### config.mk
export PLATFORM = sky130hd
export DESIGN_NAME = page_prog_seq
export DESIGN_NICKNAME = d
export VERILOG_FILES = /design/src/rtl/pps_pkg.sv /design/src/rtl/pps_pagebuf.sv /design/src/rtl/pps_guard.sv /design/src/rtl/pps_status.sv /design/src/rtl/page_prog_seq.sv
export SDC_FILE = /design/constraint.sdc
export NUM_CORES = 1
export LEC_CHECK = 0
export BUFFER_PORTS_ARGS = -buffer_cell sky130_fd_sc_hd__buf_4
export CAP_MARGIN = 30
export CORE_MARGIN = 2
export CORE_UTILIZATION = 50
export CTS_CLUSTER_SIZE = 16
export DETAILED_ROUTE_END_ITERATION = 8
export PLACE_DENSITY = 0.7
export SLEW_MARGIN = 0
export SYNTH_ARGS = -nofsm -noshare
export SYNTH_HDL_FRONTEND = slang
export SYNTH_SLANG_ARGS = --single-unit
### constraint.sdc
create_clock -name clk -period 2 [get_ports clk]
set_input_delay 0.4 -clock clk [delete_from_list [all_inputs] [get_ports clk]]
set_output_delay 0.4 -clock clk [all_outputs]
set_load 0.01 [all_outputs]
### src/rtl/pps_pkg.sv
package pps_pkg;
    typedef enum logic [2:0] {
        OP_WORD  = 3'd0,
        OP_PAGE  = 3'd1,
        OP_ALL   = 3'd2,
        OP_WREN  = 3'd3,
        OP_WRDIS = 3'd4,
        OP_BOUND = 3'd5,
        OP_BCLR  = 3'd6,
        OP_BLOCK = 3'd7
    } op_e;

    typedef enum logic [2:0] {
        S_IDLE,
        S_LOAD,
        S_WIN,
        S_DRAIN,
        S_PROG,
        S_HOLD
    } st_e;

    localparam int PAGE_WORDS = 4;
    localparam int CNT_W      = $clog2(PAGE_WORDS + 1);
endpackage

### src/rtl/pps_pagebuf.sv
module pps_pagebuf import pps_pkg::*; #(
    parameter int DATA_W = 16
) (
    input  logic                                  clk,
    input  logic                                  rst_n,
    input  logic                                  clear,
    input  logic                                  push,
    input  logic [DATA_W-1:0]                     din,
    output logic [PAGE_WORDS-1:0][DATA_W-1:0]     words,
    output logic [CNT_W-1:0]                      cnt
);
    logic full;
    assign full = (cnt == CNT_W'(PAGE_WORDS));

    always_ff @(posedge clk or negedge rst_n) begin
        if (!rst_n)               cnt <= '0;
        else if (clear)           cnt <= '0;
        else if (push && !full)   cnt <= cnt + 1'b1;
    end

    for (genvar g = 0; g < PAGE_WORDS; g++) begin : g_slot
        always_ff @(posedge clk or negedge rst_n) begin
            if (!rst_n)
                words[g] <= '0;
            else if (push && !full && !clear && cnt == CNT_W'(g))
                words[g] <= din;
        end
    end
endmodule

### src/rtl/pps_guard.sv
module pps_guard #(
    parameter int ADDR_W = 7
) (
    input  logic              clk,
    input  logic              rst_n,
    input  logic              set_req,
    input  logic              clr_req,
    input  logic              lock_req,
    input  logic [ADDR_W-1:0] bound_in,
    output logic [ADDR_W-1:0] bound_q,
    output logic              clr_q,
    output logic              lock_q
);
    always_ff @(posedge clk or negedge rst_n) begin
        if (!rst_n) begin
            bound_q <= '0;
            clr_q   <= 1'b1;
            lock_q  <= 1'b0;
        end else if (!lock_q) begin
            if (set_req) begin
                bound_q <= bound_in;
                clr_q   <= 1'b0;
            end else if (clr_req) begin
                clr_q   <= 1'b1;
            end else if (lock_req) begin
                lock_q  <= 1'b1;
            end
        end
    end

    // the lock never falls and the boundary is frozen behind it
    assert_lock_sticky_R10: assert property (@(posedge clk) disable iff (!rst_n)
        lock_q |=> lock_q);
    assert_lock_freeze_R10: assert property (@(posedge clk) disable iff (!rst_n)
        lock_q |=> ($stable(bound_q) && $stable(clr_q)));
endmodule

### src/rtl/pps_status.sv
module pps_status #(
    parameter int SEL_DLY = 2
) (
    input  logic clk,
    input  logic rst_n,
    input  logic cs,
    input  logic busy,
    input  logic cyc_start,
    input  logic cmd_valid,
    output logic sdo,
    output logic sdo_oe
);
    localparam int SCW = $clog2(SEL_DLY + 2);

    logic [SCW-1:0] sel_cnt;
    logic           armed;

    always_ff @(posedge clk or negedge rst_n) begin
        if (!rst_n)                         sel_cnt <= '0;
        else if (!cs)                       sel_cnt <= '0;
        else if (sel_cnt != SCW'(SEL_DLY))  sel_cnt <= sel_cnt + 1'b1;
    end

    always_ff @(posedge clk or negedge rst_n) begin
        if (!rst_n)                           armed <= 1'b0;
        else if (cyc_start)                   armed <= 1'b1;
        else if (!busy && (!cs || cmd_valid)) armed <= 1'b0;
    end

    assign sdo_oe = armed && cs && (sel_cnt == SCW'(SEL_DLY));
    assign sdo    = sdo_oe && !busy;

    // a shown ready level persists while select stays high and no command arrives
    assert_ready_hold_R8: assert property (@(posedge clk) disable iff (!rst_n)
        (sdo_oe && sdo && !cmd_valid) |=> ((sdo_oe && sdo) || !cs));
endmodule

### src/rtl/page_prog_seq.sv
module page_prog_seq import pps_pkg::*; #(
    parameter int ADDR_W      = 7,
    parameter int DATA_W      = 16,
    parameter int PROG_CYCLES = 16,
    parameter int SEL_DLY     = 2
) (
    input  logic              clk,
    input  logic              rst_n,
    input  logic              cs,
    input  logic              we_pin,
    input  logic              cmd_valid,
    input  logic [2:0]        cmd_op,
    input  logic [ADDR_W-1:0] cmd_addr,
    input  logic              word_valid,
    input  logic [DATA_W-1:0] word_data,
    output logic              mem_we,
    output logic [ADDR_W-1:0] mem_addr,
    output logic [DATA_W-1:0] mem_wdata,
    output logic              sdo,
    output logic              sdo_oe
);
    localparam int DEPTH = 1 << ADDR_W;
    localparam int HCW   = $clog2(PROG_CYCLES + 1);

    st_e                              state, nxt;
    op_e                              op_q, op_in;
    logic [ADDR_W-1:0]                base_q, idx_q, last_idx;
    logic [HCW-1:0]                   hold_q;
    logic                             wen_q;
    logic [PAGE_WORDS-1:0][DATA_W-1:0] words;
    logic [CNT_W-1:0]                 cnt;
    logic [ADDR_W-1:0]                bound_q;
    logic                             clr_q, lock_q;
    logic [PAGE_WORDS-1:0]            hit;
    logic                             cmd_take, is_wr, may_write, accept_ok;
    logic                             push, busy, cyc_start;
    logic                             set_req, clr_req, lock_req;

    function automatic logic [ADDR_W-1:0] slot_addr(input logic [ADDR_W-1:0] b,
                                                   input logic [1:0] i);
        return {b[ADDR_W-1:2], 2'(b[1:0] + i)};
    endfunction

    function automatic logic guarded(input logic [ADDR_W-1:0] a,
                                     input logic [ADDR_W-1:0] bnd,
                                     input logic clr);
        return !clr && (a >= bnd);
    endfunction

    assign op_in     = op_e'(cmd_op);
    assign cmd_take  = (state == S_IDLE) && cmd_valid && cs;
    assign is_wr     = (op_in == OP_WORD) || (op_in == OP_PAGE) || (op_in == OP_ALL);
    assign may_write = wen_q && we_pin;

    for (genvar g = 0; g < PAGE_WORDS; g++) begin : g_hit
        assign hit[g] = (CNT_W'(g) < cnt) &&
                        guarded(slot_addr(base_q, 2'(g)), bound_q, clr_q);
    end

    assign accept_ok = (op_q == OP_ALL) ? clr_q : ~|hit;
    assign last_idx  = (op_q == OP_ALL) ? ADDR_W'(DEPTH - 1)
                                        : ADDR_W'(2'(cnt - 1'b1));

    pps_pagebuf #(.DATA_W(DATA_W)) u_buf (
        .clk(clk), .rst_n(rst_n), .clear(cmd_take), .push(push),
        .din(word_data), .words(words), .cnt(cnt)
    );

    pps_guard #(.ADDR_W(ADDR_W)) u_guard (
        .clk(clk), .rst_n(rst_n), .set_req(set_req), .clr_req(clr_req),
        .lock_req(lock_req), .bound_in(cmd_addr), .bound_q(bound_q),
        .clr_q(clr_q), .lock_q(lock_q)
    );

    pps_status #(.SEL_DLY(SEL_DLY)) u_stat (
        .clk(clk), .rst_n(rst_n), .cs(cs), .busy(busy), .cyc_start(cyc_start),
        .cmd_valid(cmd_valid), .sdo(sdo), .sdo_oe(sdo_oe)
    );

    // next state
    always_comb begin
        nxt = state;
        unique case (state)
            S_IDLE:  if (cmd_take && is_wr) nxt = may_write ? S_LOAD : S_DRAIN;
            S_LOAD:  if (!we_pin)           nxt = S_DRAIN;
                     else if (!cs)          nxt = S_IDLE;
                     else if (word_valid)   nxt = S_WIN;
            S_WIN:   if (!cs)               nxt = (we_pin && accept_ok) ? S_PROG : S_IDLE;
                     else if (op_q == OP_PAGE && cnt != CNT_W'(PAGE_WORDS) && we_pin)
                                            nxt = S_LOAD;
                     else                   nxt = S_DRAIN;
            S_DRAIN: if (!cs)               nxt = S_IDLE;
            S_PROG:  if (idx_q == last_idx) nxt = S_HOLD;
            S_HOLD:  if (hold_q == HCW'(PROG_CYCLES - 1)) nxt = S_IDLE;
            default:                        nxt = S_IDLE;
        endcase
    end

    // state register and sequencing registers
    always_ff @(posedge clk or negedge rst_n) begin
        if (!rst_n) begin
            state  <= S_IDLE;
            op_q   <= OP_WORD;
            base_q <= '0;
            idx_q  <= '0;
            hold_q <= '0;
            wen_q  <= 1'b0;
        end else begin
            state <= nxt;
            if (cmd_take) begin
                op_q   <= op_in;
                base_q <= cmd_addr;
                if (op_in == OP_WREN)  wen_q <= 1'b1;
                if (op_in == OP_WRDIS) wen_q <= 1'b0;
            end
            if (cyc_start)             idx_q  <= '0;
            else if (state == S_PROG)  idx_q  <= idx_q + 1'b1;
            if (state == S_PROG)       hold_q <= '0;
            else if (state == S_HOLD)  hold_q <= hold_q + 1'b1;
        end
    end

    // outputs
    always_comb begin
        busy      = (state == S_PROG) || (state == S_HOLD);
        cyc_start = (state == S_WIN) && (nxt == S_PROG);
        push      = (state == S_LOAD) && we_pin && cs && word_valid;
        set_req   = cmd_take && may_write && (op_in == OP_BOUND);
        clr_req   = cmd_take && may_write && (op_in == OP_BCLR);
        lock_req  = cmd_take && may_write && (op_in == OP_BLOCK);
        mem_we    = (state == S_PROG);
        mem_addr  = (op_q == OP_ALL) ? idx_q : slot_addr(base_q, idx_q[1:0]);
        mem_wdata = (op_q == OP_ALL) ? words[0] : words[idx_q[1:0]];
    end

    // a cycle begins only out of the window state with select low
    assert_commit_window_R3: assert property (@(posedge clk) disable iff (!rst_n)
        $rose(busy) |-> ($past(state) == S_WIN && !$past(cs)));
    // no guarded location is ever written by a word or page cycle
    assert_write_unguarded_R5: assert property (@(posedge clk) disable iff (!rst_n)
        (mem_we && op_q != OP_ALL) |-> !guarded(mem_addr, bound_q, clr_q));
    // write-all strobes only while the boundary is cleared
    assert_all_cleared_R6: assert property (@(posedge clk) disable iff (!rst_n)
        (mem_we && op_q == OP_ALL) |-> clr_q);
    // a busy cycle ends only by returning to IDLE
    assert_busy_exit_R7: assert property (@(posedge clk) disable iff (!rst_n)
        busy |=> (busy || state == S_IDLE));
endmodule

==> results of run 1 <==
## area by class of cell
type	count	area [um^2]
clock inverter	5	31.3
tap	140	175
timing repair buffer	101	887
clock buffer	11	243
sequential	105	2630
inverter	16	60.1
fill	846	3870
multi-input combinational	353	3040
## stage by stage
stage	util, %	power [mW]	instances	TNS, ns
finish	64.6	10.3	731	-4.38
global route	64.6	11.0	731	-6.82
CTS	63.3	10.0	729	-4.53
detailed placement	59.0	7.92	708	-1.12
global placement	59.0	7.76	708	-0.591
floorplan	-	6.14	503	0
## critical path, delay by kind of cell, from the launching register on
family                 cells  cell delay, ns
and+or+nand+nor            1            0.43
DFF                        1            0.38
buffers and inverters      2            0.35
AOI/OAI and AO/OA          2            0.29
## flip-flops by register name (all words and copies together), names as in the netlist
name and count:
wen_q 1, u_guard.clr_q 1, u_guard.bound_q 7, op_q 3, hold_q 5, u_stat.sel_cnt 2
idx_q 7, state 3, u_buf.words 64, u_stat.armed 1, base_q 7, u_guard.lock_q 1
u_buf.cnt 3
## cell families (layout without fill, tap and decap cells)
| kind of cell | Yosys count | in the layout |
|---|---|---|
| AOI/OAI and AO/OA | 107 | 107 |
| xor gates and xnor gates | 13 | 13 |
| and+or+nand+nor | 120 | 121 |
| buffers and inverters | 46 | 133 |
| adders and majority gates | 19 | 19 |
| DFF | 105 | 105 |
| muxes | 93 | 93 |
## layer usage
layer	routed length [um]	GRT usage, %	vias up
met4	153	6.16	0
met1	5950	31.9	2135
met5	0	0	-
met2	6400	38.1	102
li1	-	-	1979
met3	578	5.70	14
## repair_timing
action,4_1_cts,5_1_grt
gates resized for setup,48,26
pin swaps,11,10
hold buffers,1,0
hold endpoints to repair,26,0
setup endpoints to repair,32,40
buffers inserted,2,4
gates cloned,3,0
## worst min-delay path by stage
stage / startpoint / to / depth (start not counted)
3_3_place_gp: rst_n / u_buf.words[39] / 1
2_1_floorplan: rst_n / base_q[0] / 0
5_1_grt: cmd_addr[3] / base_q[3] / 2
3_5_place_dp: rst_n / u_buf.words[7] / 1
4_1_cts: cmd_op[0] / u_guard.clr_q / 2
6_report: cmd_op[0] / u_guard.clr_q / 2
## report_power, final
group	leakage [nW]	internal (mW)	switching [mW]	total (mW)
clock	0.135	0.875	0.786	1.66
sequential	1.39	2.85	0.556	3.40
combinational	1.74	2.63	2.57	5.20
## layout by cell type (no fill, tap or decap), types with 7 or more instances in the layout
cell	Yosys	final
sky130_fd_sc_hd__a21oi_1	16	8
sky130_fd_sc_hd__a21oi_2	0	8
sky130_fd_sc_hd__a22oi_1	18	12
sky130_fd_sc_hd__a31oi_1	17	9
sky130_fd_sc_hd__a31oi_2	0	7
sky130_fd_sc_hd__buf_12	0	8
sky130_fd_sc_hd__buf_4	7	85
sky130_fd_sc_hd__buf_6	4	7
sky130_fd_sc_hd__clkbuf_16	0	9
sky130_fd_sc_hd__dfrtp_1	104	102
sky130_fd_sc_hd__ha_1	19	16
sky130_fd_sc_hd__inv_1	16	12
sky130_fd_sc_hd__mux2_2	92	92
sky130_fd_sc_hd__nand2_1	44	44
sky130_fd_sc_hd__nor2_1	9	8
sky130_fd_sc_hd__nor2b_1	19	17
sky130_fd_sc_hd__o21ai_0	30	12
sky130_fd_sc_hd__o21ai_1	0	16
==> metrics.md, run 1 <==
| Metric | Value |
|---|---|
| Sequential cell area fraction in the yosys report | 46.6% |
| Antenna diode count | 0 |
| Global route overflow | 0 |
| Detailed-routing iteration count for the pre-antenna-repair pass | 5 |
| Total routed wirelength | 13.1 mm |
| Worst r2r src | base_q[1] |
| Worst path setup slack after routing | -0.226 ns |
| Starting utilization of the core area | 51.6% |
| Number of nets with antenna violations after routing | 0 |
| Number of synthesized register bits | 105 |
| Placed cell area | 0.00646 mm^2 |
| TritonCTS clock tree | yes |
| Die Ht | 110 um |
| Setup Slack @ Placement | -0.131 ns |
| Width of the die | 110 um |
| Count of maximum capacitance violations | 0 |
| Hold Vio Cnt, Final | 0 |
| Clock transition at the register clock pins on the worst setup and hold paths after CTS | 0.07 ns |
| Vias/cell | 5.79 |
| Peak VDD IR | 1.17 mV |
| Dpl hpwl | 8.66 mm |
| Max Clk Rate | 449 MHz |
| Adder-Cell Fraction of Synth Area | 4.21% |
| Initial antenna violation count | 0 |
| Hold Worst Slack | 0.263 ns |
| Nets@finish | 637 |
| Critical path launch point type | register |
| Run status | complete, but fails checks |
| Critical path arrival | 1.83 ns |
| Number of buffers added by the clock tree synthesis step | 9 |
| Ports | 58 |
| Slowest stage cell on the critical path | sky130_fd_sc_hd__or3b_4 |
| Library cells used by synthesis | 59 |
| Average wire per cell in the routed design | 17.9 um |
| Setup violations, final | 32 |
| Post-synthesis cell type with the largest combined area | sky130_fd_sc_hd__dfrtp_1 |
| Unrepaired setup endpoints after global routing | true |
| Layout Cell Area excl Fill | 0.00707 mm^2 |
| Cells on worst reg2reg path | 8 |
| Endpoint of the lowest-slack register-to-register path | state[2] |
| Maximum clock insertion buffer count | 2 |
| Setup slack of the worst register-to-register path | -0.16 ns |
| Critical path class | register to output pin |
| Fraction of layout cells with a size suffix above 1 | 44.5% |
| Power per cell area | 1450 mW/mm^2 |
| Final Critical Period | 2.23 ns |
| Synth Area in XOR/XNOR | 2.02% |
| Synthesized net count | 554 |
| Required time of the critical path | 1.60 ns |
| Critical Path Fanout Max | 27 |
| Wire length of the first global-routing pass | 21.8 mm |
| P_leak | 3.26 nW |
| Share of the synthesized area in compound gates (AO/OA/AOI/OAI) | 12.4% |
| Total routing resource utilization after global routing | 23.5% |
| H-tree depth reported by CTS | 3 |
| Die Area | 0.0121 mm^2 |
| PortBufs | 57 |
| Number of global-route vias before repair | 4357 |
| Proportion of synthesized area in mux cells | 18.5% |
| Post-synthesis share of cell area spent on and, or, nand and nor gates | 12.1% |
| Via Count | 4230 |
| Fraction of registers with async set or reset after synthesis | 100% |
| Top area cells in the synthesized netlist | sky130_fd_sc_hd__dfrtp_1, sky130_fd_sc_hd__mux2_2, sky130_fd_sc_hd__ha_1 |
| Standard-cell rows | 38 |
| Clock latency of the later-clocked register in the worst-skew pair | 0.35 ns |
| Most used flip-flop cell after synthesis | sky130_fd_sc_hd__dfrtp_1 |
| Sink count of the clock tree | 105 |
| Avg Inst Size Synth | 11.2 um^2 |
| Slew of the pin with the lowest slew margin | 0.407 ns |
| End point of the critical path | mem_wdata[13] |
| Main combinational cell family by area after synthesis | multiplexers |
| Cell-by-cell listing of the critical path | or3b_4, buf_12, a31oi_2, o21ai_1, buf_4 |
| EDFF count, synth | 0 |
| Yosys warning count | 0 |
| Root buffer selected by CTS | sky130_fd_sc_hd__clkbuf_16 |
| DRC marker count from the first detailed-route iteration | 233 |
| Area share of the largest cell type after synthesis | 46.1% |
| Count of final max-slew check failures | 0 |
| DRC violation count after routing | 0 |
| Post-route clock skew | 0.00640 ns |
| Area grow syn2layout | 25.2% |
| Min-delay worst type | input pin to register |
| Maximum number of pins on one net before global-route repair | 47 |
| Synth Instances | 503 |
| Global placer's final weighted congestion | 0.886 |
| Post-synth design cell area | 0.00564 mm^2 |
| Violations in the final reports | setup timing |
| Period utilization | 111% |
| Top cells by instance count after synthesis | sky130_fd_sc_hd__dfrtp_1, sky130_fd_sc_hd__mux2_2, sky130_fd_sc_hd__nand2_1 |
| Placeable Area | 0.0109 mm^2 |
| Largest stage delay on the critical path | 0.43 ns |
| Critical path endpoint category | output pin |
| Timing startpoint of the critical path | op_q[1] |
| Normalized max-slew margin | 72.9% |
| Most used standard cell by instance count after synthesis | sky130_fd_sc_hd__dfrtp_1 |
No activity file was read; power rests on OpenSTA's default activity.
==> inputs of run 2 (changes only) <==
--- a/config.mk
+++ b/config.mk
@@ -7,12 +7,15 @@
 export LEC_CHECK = 0
 export BUFFER_PORTS_ARGS = -buffer_cell sky130_fd_sc_hd__buf_4
 export CAP_MARGIN = 30
+export CELL_PAD_IN_SITES_DETAIL_PLACEMENT = 2
+export CELL_PAD_IN_SITES_GLOBAL_PLACEMENT = 2
 export CORE_MARGIN = 2
-export CORE_UTILIZATION = 50
+export CORE_UTILIZATION = 36
 export CTS_CLUSTER_SIZE = 16
 export DETAILED_ROUTE_END_ITERATION = 8
-export PLACE_DENSITY = 0.7
+export PLACE_DENSITY = 0.75
 export SLEW_MARGIN = 0
 export SYNTH_ARGS = -nofsm -noshare
 export SYNTH_HDL_FRONTEND = slang
+export SYNTH_HIERARCHICAL = 1
 export SYNTH_SLANG_ARGS = --single-unit
==> run 2 against run 1 <==
Compared with the run above: the run still ends with setup timing left; sequential power grew 7.6%; via count is 10% higher; combinational power rose by 31%; routed wire length grew 69%; cell count up 16%; maximum frequency shrank 4.2%; sequential cell count did not move.
==> metrics.md, run 2 <==
| Metric | Value |
|---|---|
| Run status | complete, but fails checks (unchanged) |
| Violations in the final reports | setup timing (unchanged) |
| Number of hold buffers added after cts | 0 (was 1) |
| Critical path launch point type | register (unchanged) |
| TritonCTS clock tree | yes (unchanged) |
| Root buffer selected by CTS | sky130_fd_sc_hd__clkbuf_16 (unchanged) |
| Area grow syn2layout | 43.6% (was 25.2%) |
| Worst r2r src | base_q[0] (was base_q[1]) |
| Commonest cells after routing, fill and taps aside | sky130_fd_sc_hd__dfrtp_1, sky130_fd_sc_hd__buf_4, sky130_fd_sc_hd__mux2_4 (was sky130_fd_sc_hd__dfrtp_1, sky130_fd_sc_hd__mux2_2, sky130_fd_sc_hd__buf_4) |
| Comb pwr share | 55.2% (was 50.7%) |
| Sink count of the clock tree | 105 (unchanged) |
| Top cells by instance count after synthesis | sky130_fd_sc_hd__dfrtp_1, sky130_fd_sc_hd__mux2_2, sky130_fd_sc_hd__nand2_1 (unchanged) |
| Via Count | 4661 (was 4230) |
| H-tree depth reported by CTS | 3 (unchanged) |
| Number of nets with antenna violations after routing | 0 (unchanged) |
| Nets@finish | 684 (was 637) |
| Unrepaired setup endpoints after global routing | true (unchanged) |
| Vias/cell | 5.48 (was 5.79) |
| Power Internal | 7.32 mW (was 6.35 mW) |
| Critical Path Fanout Max | 8 (was 27) |
| Proportion of total power due to net switching | 40.7% (was 38.1%) |
| Post-synth design cell area | 0.00572 mm^2 (was 0.00564 mm^2) |
| Area share of the largest cell type after synthesis | 45.5% (was 46.1%) |
| Library cells used by synthesis | 52 (was 59) |
| P_leak | 3.72 nW (was 3.26 nW) |
| Worst path setup slack after routing | -0.323 ns (was -0.226 ns) |
| Setup slack of the worst register-to-register path | -0.09 ns (was -0.16 ns) |
| Global route overflow | 0 (unchanged) |
| Top delay family on crit path | buffers and inverters (was simple AND/OR/NAND/NOR gates) |
| Most used standard cell by instance count after synthesis | sky130_fd_sc_hd__dfrtp_1 (unchanged) |
| Final Critical Period | 2.32 ns (was 2.23 ns) |
| PortBufs | 57 (unchanged) |
| Global placer's final weighted congestion | 0.770 (was 0.886) |
| Critical path endpoint category | output pin (unchanged) |
| Clock transition at the register clock pins on the worst setup and hold paths after CTS | 0.08 ns (was 0.07 ns) |
| Hold Vio Cnt, Final | 0 (unchanged) |
| EDFF count, synth | 0 (unchanged) |
| Most used flip-flop cell after synthesis | sky130_fd_sc_hd__dfrtp_1 (unchanged) |
| Combined buffer and inverter count along the critical path | 4 (was 2) |
| Cells on worst reg2reg path | 9 (was 8) |
| Ports | 58 (unchanged) |
| DRC marker count from the first detailed-route iteration | 208 (was 233) |
| Critical path arrival | 1.92 ns (was 1.83 ns) |
| Width of the die | 130 um (was 110 um) |
| Number of synthesized register bits | 105 (unchanged) |
| Yosys warning count | 6 (was 0) |
| Synth Instances | 506 (was 503) |
| Power per cell area | 1500 mW/mm^2 (was 1450 mW/mm^2) |
| Normalized max-slew margin | 60.9% (was 72.9%) |
| Count of maximum capacitance violations | 0 (unchanged) |
| Setup violations, final | 79 (was 32) |
| Sequential cell area fraction in the yosys report | 45.9% (was 46.6%) |
| Maximum clock insertion buffer count | 2 (unchanged) |
| Switching power summed over all nets | 5.02 mW (was 3.91 mW) |
| Total routed wirelength | 22.2 mm (was 13.1 mm) |
| Die Ht | 130 um (was 110 um) |
| Critical path class | register to output pin (unchanged) |
| Average wire per cell in the routed design | 26.0 um (was 17.9 um) |
| Slowest stage cell on the critical path | sky130_fd_sc_hd__dfrtp_1 (was sky130_fd_sc_hd__or3b_4) |
| Standard-cell rows | 46 (was 38) |
| Relative contribution of sequential cells to total power | 29.6% (was 33.1%) |
| Avg Inst Size Synth | 11.3 um^2 (was 11.2 um^2) |
| Clock network fraction of total power | 15.1% (was 16.2%) |
| Initial antenna violation count | 0 (unchanged) |
| Clock latency of the later-clocked register in the worst-skew pair | 0.37 ns (was 0.35 ns) |
| Detailed-routing iteration count for the pre-antenna-repair pass | 4 (was 5) |
| Max Clk Rate | 431 MHz (was 449 MHz) |
| Endpoint of the lowest-slack register-to-register path | u_stat/armed (was state[2]) |
| Most frequent standard cell in the layout excluding fill and tap cells | sky130_fd_sc_hd__dfrtp_1 (unchanged) |
| DRC violation count after routing | 0 (unchanged) |
| Top cell by count, worst path | sky130_fd_sc_hd__buf_6 |
| Count of final max-slew check failures | 0 (unchanged) |
| Maximum number of pins on one net before global-route repair | 39 (was 47) |
| Fraction of layout cells with a size suffix above 1 | 52.9% (was 44.5%) |
| Wire length of the first global-routing pass | 31.2 mm (was 21.8 mm) |
| Post-route clock skew | 0.0131 ns (was 0.00640 ns) |
| Final TNS setup | -7.37 ns (was -4.38 ns) |
| Setup Slack @ Placement | -0.223 ns (was -0.131 ns) |
| Slew of the pin with the lowest slew margin | 0.586 ns (was 0.407 ns) |
| Largest stage delay on the critical path | 0.43 ns (about the same) |
| Peak VDD IR | 0.725 mV (was 1.17 mV) |
| Min-delay worst type | input pin to asynchronous set/reset pin (was input pin to register) |
| Total routing resource utilization after global routing | 25.2% (was 23.5%) |
| Die Area | 0.0169 mm^2 (was 0.0121 mm^2) |
| Cell-by-cell listing of the critical path | nor3b_4, buf_6, nor2b_4, buf_12, buf_6, a22oi_2, o21ai_1, buf_4 (was or3b_4, buf_12, a31oi_2, o21ai_1, buf_4) |
| Antenna diode count | 0 (unchanged) |
| Starting utilization of the core area | 36.4% (was 51.6%) |
| Top area cells in the synthesized netlist | sky130_fd_sc_hd__dfrtp_1, sky130_fd_sc_hd__mux2_2, sky130_fd_sc_hd__ha_1 (unchanged) |
| Register with the most flip-flops | u_buf/words (was u_buf.words) |
| Fraction of registers with async set or reset after synthesis | 100% (unchanged) |
| Largest register FFs | 64 (unchanged) |
| Period utilization | 116% (was 111%) |
| Number of buffers added by the clock tree synthesis step | 9 (unchanged) |
| Synthesized net count | 560 (was 554) |
| Placeable Area | 0.0157 mm^2 (was 0.0109 mm^2) |
| Post-synthesis cell type with the largest combined area | sky130_fd_sc_hd__dfrtp_1 (unchanged) |
| Dpl hpwl | 11.5 mm (was 8.66 mm) |
| Number of global-route vias before repair | 5232 (was 4357) |
| Required time of the critical path | 1.60 ns (about the same) |
[run 2: area by class of cell]
cell class / instances / area [um^2]
clock inverters: 7 / 82.6
flip-flops and latches: 105 / 2640
well taps: 216 / 270
inverters: 21 / 83.8
repair buffers: 140 / 1480
clock buffers: 9 / 225
multi-input cells: 353 / 3440
fillers: 1494 / 7500
[run 2: worst reg2reg max path: stages (launching register included)]
cell                        delay [ns]
sky130_fd_sc_hd__dfrtp_1          0.43
sky130_fd_sc_hd__inv_1            0.11
sky130_fd_sc_hd__ha_4             0.29
sky130_fd_sc_hd__nand2_2          0.08
sky130_fd_sc_hd__a2111oi_4        0.36
sky130_fd_sc_hd__o21ai_1          0.15
sky130_fd_sc_hd__a22oi_2          0.27
sky130_fd_sc_hd__and2_4           0.23
sky130_fd_sc_hd__a21oi_2          0.04
sky130_fd_sc_hd__nand2_1          0.07
[run 2: stage by stage]
step | area [um^2] | hold WS (ns) | cells | util, % | total power, mW
3_3_place_gp | 6720 | 0.418 | 793 | 42.8 | 7.77
4_1_cts | 7740 | 0.0406 | 838 | 49.3 | 11.3
6_report | 8210 | 0.0276 | 851 | 52.3 | 12.3
2_1_floorplan | 5770 | 0.104 | 506 | - | 6.04
3_5_place_dp | 6720 | 0.428 | 793 | 42.8 | 8.07
5_1_grt | 8210 | 0.0562 | 851 | 52.3 | 13.0
[run 2: logic make-up after synthesis]
group	count (synthesis)	synth area share (%)
AO/OA/AOI/OAI	97	10.7
adder cells (fa/ha/maj)	22	4.81
flip-flops	105	45.9
XOR/XNOR	13	1.99
AND/OR/NAND/NOR	124	12.1
buffers and inverters	48	4.66
multiplexers	97	19.8
[run 2: how the worst max path moves through the flow]
| stage | startpoint | endpoint | slack [ns] | cells past startpoint |
|---|---|---|---|---|
| floorplan | cmd_valid | u_guard/bound_q[0] | -0.08 | 8 |
| global placement | op_q[1] | mem_wdata[1] | -0.20 | 6 |
| detailed placement | op_q[1] | mem_wdata[2] | -0.22 | 6 |
| CTS | op_q[1] | mem_wdata[12] | -0.25 | 7 |
| global route | op_q[2] | mem_wdata[0] | -0.36 | 8 |
| finish | op_q[2] | mem_wdata[0] | -0.32 | 8 |
[run 2: repair_timing]
| action | CTS | global route |
|---|---|---|
| gates cloned | 7 | 2 |
| setup buffers | 23 | 14 |
| resized for setup | 96 | 96 |
| setup endpoints to repair | 92 | 90 |
| pin swaps | 17 | 21 |
[run 2: power by group through the flow]
stage | clock, mW | sequential [mW] | combinational, mW
after detailed placement | 0 | 3.49 | 4.58
after global placement | 0 | 3.41 | 4.35
after floorplan | 0 | 3.27 | 2.77
after global routing | 1.99 | 3.74 | 7.26
after CTS | 1.89 | 3.53 | 5.90
final | 1.87 | 3.66 | 6.82
[run 2: routing by layer]
layer	track usage, %	wire length (um)
met4	8.29	639
met2	47.8	12100
met1	28.7	8720
met3	4.02	681
met5	0	0
==> inputs of run 3 (changes only) <==
--- a/config.mk
+++ b/config.mk
@@ -5,12 +5,13 @@
 export SDC_FILE = /design/constraint.sdc
 export NUM_CORES = 1
 export LEC_CHECK = 0
+export ABC_AREA = 1
 export BUFFER_PORTS_ARGS = -buffer_cell sky130_fd_sc_hd__buf_4
 export CAP_MARGIN = 30
 export CELL_PAD_IN_SITES_DETAIL_PLACEMENT = 2
 export CELL_PAD_IN_SITES_GLOBAL_PLACEMENT = 2
 export CORE_MARGIN = 2
-export CORE_UTILIZATION = 36
+export CORE_UTILIZATION = 32
 export CTS_CLUSTER_SIZE = 16
 export DETAILED_ROUTE_END_ITERATION = 8
 export PLACE_DENSITY = 0.75
==> run 3 against run 2 <==
Compared with the run above: via count is 14% higher; critical path type unchanged; largest power group unchanged; the flow still finishes with violations (setup timing); clock skew is 0.0043 ns lower; worst hold slack better by 0.21 ns; sequential power is 11% lower; power fell by 13%; design area down 10%.
==> metrics.md, run 3 <==
| Metric | Value |
|---|---|
| Library cells used by synthesis | 38 (was 52) |
| Run status | complete, but fails checks (unchanged) |
| Average wire per cell in the routed design | 18.5 um (was 26.0 um) |
| Critical path endpoint category | output pin (unchanged) |
| Vias/cell | 5.02 (was 5.48) |
| Hold Vio Cnt, Final | 0 (unchanged) |
| Overall power | 10.7 mW (was 12.3 mW) |
| Placeable Area | 0.0179 mm^2 (was 0.0157 mm^2) |
| Via Count | 5311 (was 4661) |
| Standard-cell rows | 49 (was 46) |
| P_leak | 3.59 nW (was 3.72 nW) |
| Detailed-routing iteration count for the pre-antenna-repair pass | 4 (unchanged) |
| Width of the die | 139 um (was 130 um) |
| Sequential cell area fraction in the yosys report | 45.2% (was 45.9%) |
| Final TNS setup | -0.241 ns (was -7.37 ns) |
| Synthesized net count | 795 (was 560) |
| Post-synthesis cell type with the largest combined area | sky130_fd_sc_hd__dfrtp_1 (unchanged) |
| EDFF count, synth | 0 (unchanged) |
| Avg Inst Size Synth | 7.84 um^2 (was 11.3 um^2) |
| Count of final max-slew check failures | 0 (unchanged) |
| Synth Instances | 741 (was 506) |
| Maximum clock insertion buffer count | 2 (unchanged) |
| DRC marker count from the first detailed-route iteration | 179 (was 208) |
| Root buffer selected by CTS | sky130_fd_sc_hd__clkbuf_16 (unchanged) |
| Antenna diode count | 0 (unchanged) |
| Wire length of the first global-routing pass | 32.5 mm (was 31.2 mm) |
| Clock transition at the register clock pins on the worst setup and hold paths after CTS | 0.07 ns (was 0.08 ns) |
| Global placer's final weighted congestion | 0.811 (was 0.770) |
| Most frequent standard cell in the layout excluding fill and tap cells | sky130_fd_sc_hd__nand2_1 (was sky130_fd_sc_hd__dfrtp_1) |
| PortBufs | 57 (unchanged) |
| Post-synth design cell area | 0.00581 mm^2 (was 0.00572 mm^2) |
| Power per cell area | 1450 mW/mm^2 (was 1500 mW/mm^2) |
| Final Critical Period | 2.08 ns (was 2.32 ns) |
| Period utilization | 104% (was 116%) |
| Unrepaired setup endpoints after global routing | true (unchanged) |
| Total routed wirelength | 19.6 mm (was 22.2 mm) |
| Ports | 58 (unchanged) |
| Yosys warning count | 6 (unchanged) |
| Critical Path Fanout Max | 6 (was 8) |
| Count of maximum capacitance violations | 0 (unchanged) |
| Proportion of synthesized area in mux cells | 0% (was 19.8%) |
| Max Clk Rate | 480 MHz (was 431 MHz) |
| Starting utilization of the core area | 32.5% (was 36.4%) |
| Number of synthesized register bits | 105 (unchanged) |
| Adder-Cell Fraction of Synth Area | 4.74% (was 4.81%) |
| Post-synthesis share of cell area spent on and, or, nand and nor gates | 23.2% (was 12.1%) |
| Top cells by instance count after synthesis | sky130_fd_sc_hd__nand2_1, sky130_fd_sc_hd__dfrtp_1, sky130_fd_sc_hd__inv_1 (was sky130_fd_sc_hd__dfrtp_1, sky130_fd_sc_hd__mux2_2, sky130_fd_sc_hd__nand2_1) |
| Register with the most flip-flops | u_buf/words (unchanged) |
| Die Area | 0.0193 mm^2 (was 0.0169 mm^2) |
| Global route overflow | 0 (unchanged) |
| TritonCTS clock tree | yes (unchanged) |
| Area share of the largest cell type after synthesis | 44.8% (was 45.5%) |
| Violations in the final reports | setup timing (unchanged) |
| Die Ht | 139 um (was 130 um) |
| Critical path class | register to output pin (unchanged) |
| Hold Path Cell Cnt | 2 |
| Setup Slack @ Placement | -0.0720 ns (was -0.223 ns) |
| Total routing resource utilization after global routing | 21.0% (was 25.2%) |
| Setup slack of the worst register-to-register path | 0 ns (was -0.09 ns) |
| DRC violation count after routing | 0 (unchanged) |
| Nets@finish | 877 (was 684) |
| Sink count of the clock tree | 105 (unchanged) |
| Worst path setup slack after routing | -0.0846 ns (was -0.323 ns) |
| Top area cells in the synthesized netlist | sky130_fd_sc_hd__dfrtp_1, sky130_fd_sc_hd__nand2_1, sky130_fd_sc_hd__o21ai_0 (was sky130_fd_sc_hd__dfrtp_1, sky130_fd_sc_hd__mux2_2, sky130_fd_sc_hd__ha_1) |
| Synth Area in XOR/XNOR | 1.36% (was 1.99%) |
| H-tree depth reported by CTS | 3 (unchanged) |
| Fraction of layout cells with a size suffix above 1 | 22.0% (was 52.9%) |
| Main combinational cell family by area after synthesis | simple AND/OR/NAND/NOR gates (was multiplexers) |
| Share of the synthesized area in compound gates (AO/OA/AOI/OAI) | 16.0% (was 10.7%) |
| Most used flip-flop cell after synthesis | sky130_fd_sc_hd__dfrtp_1 (unchanged) |
| Layout Cell Area excl Fill | 0.00736 mm^2 (was 0.00821 mm^2) |
| Inst Count DP | 1030 (was 793) |
| Number of nets with antenna violations after routing | 0 (unchanged) |
| Cells on worst reg2reg path | 14 (was 9) |
| Critical path arrival | 1.68 ns (was 1.92 ns) |
| Setup violations, final | 10 (was 79) |
| Normalized max-slew margin | 75.9% (was 60.9%) |
| Required time of the critical path | 1.60 ns (about the same) |
| Area grow syn2layout | 26.7% (was 43.6%) |
| Placed cell area | 0.00673 mm^2 (was 0.00672 mm^2) |
| FILL cells | 2027 (was 1494) |
| Number of buffers added by the clock tree synthesis step | 9 (unchanged) |
| Commonest cells after routing, fill and taps aside | sky130_fd_sc_hd__nand2_1, sky130_fd_sc_hd__dfrtp_1, sky130_fd_sc_hd__inv_1 (was sky130_fd_sc_hd__dfrtp_1, sky130_fd_sc_hd__buf_4, sky130_fd_sc_hd__mux2_4) |
| Maximum number of pins on one net before global-route repair | 38 (was 39) |
| Slew of the pin with the lowest slew margin | 0.360 ns (was 0.586 ns) |
| Clock latency of the later-clocked register in the worst-skew pair | 0.36 ns (was 0.37 ns) |
| Peak VDD IR | 0.564 mV (was 0.725 mV) |
| Initial antenna violation count | 0 (unchanged) |
| Largest register FFs | 64 (unchanged) |
| Number of global-route vias before repair | 6167 (was 5232) |
| Critical path launch point type | register (unchanged) |
| Post-route clock skew | 0.00877 ns (was 0.0131 ns) |
| Fraction of registers with async set or reset after synthesis | 100% (unchanged) |
| Min-delay worst type | input pin to register (was input pin to asynchronous set/reset pin) |
| Dpl hpwl | 13.9 mm (was 11.5 mm) |
| Number of standard cells in the layout, taps in and fillers out | 1057 (was 851) |
| Most used standard cell by instance count after synthesis | sky130_fd_sc_hd__nand2_1 (was sky130_fd_sc_hd__dfrtp_1) |
## run 3: path summary, 6_finish.rpt
| path | from | endpoint |
|---|---|---|
| worst min-delay path | cmd_op[2] | wen_q |
| min in group asynchronous | rst_n | base_q[3] |
| worst min register to register | u_guard/clr_q | u_guard/clr_q |
| worst max register to register | base_q[6] | u_stat/armed |
| worst max-delay path | idx_q[0] | mem_addr[1] |
| max in group asynchronous | rst_n | state[2] |
## run 3: power breakdown
group	internal [mW]	switching (mW)	leakage, nW
registers	2.74	0.524	1.25
clock network	0.887	0.835	0.131
logic	2.48	3.22	2.21
## run 3: area by class of cell
type / instances / area (um^2) / share of cell area (%)
Inverter: 107 / 404 / 5.49
Timing Repair Buffer: 101 / 912 / 12.4
Clock inverter: 2 / 13.8 / 0.187
Tap cell: 229 / 287 / 3.89
Sequential cell: 105 / 2630 / 35.8
Clock buffer: 14 / 254 / 3.45
Multi-Input combinational cell: 499 / 2860 / 38.8
## run 3: cells by family after synthesis
logic type | Yosys count
xor+xnor | 9
buf+inv | 137
fa+ha+maj | 22
compound gates | 155
simple gates | 313
flops | 105
## run 3: timing repair
action | CTS | global route
hold buffers | 1 | 0
gates resized for setup | 71 | 34
buffers inserted | 5 | 5
hold endpoints to repair | 18 | 0
pin swaps | 8 | 8
setup endpoints to repair | 29 | 37
## run 3: metrics by stage
stage,util (%),hold WS [ns]
floorplan,-,0.104
global placement,37.6,0.334
detailed placement,37.6,0.335
CTS,40.1,0.231
global route,41.1,0.246
finish,41.1,0.241
## run 3: critical path, stage by stage, from the launching register on
cell	delay, ns
sky130_fd_sc_hd__dfrtp_2	0.49
sky130_fd_sc_hd__ha_1	0.22
sky130_fd_sc_hd__xor2_1	0.14
sky130_fd_sc_hd__nand2_1	0.11
sky130_fd_sc_hd__xor2_2	0.21
sky130_fd_sc_hd__buf_4	0.16
## run 3: per-layer routing
metal / GRT usage (%) / vias to the layer above / wire [um]
met5: 0 / - / 0
met4: 5.16 / 0 / 171
met3: 2.52 / 13 / 455
met2: 39.4 / 68 / 10400
met1: 25.7 / 2691 / 8600
li1: - / 2539 / -
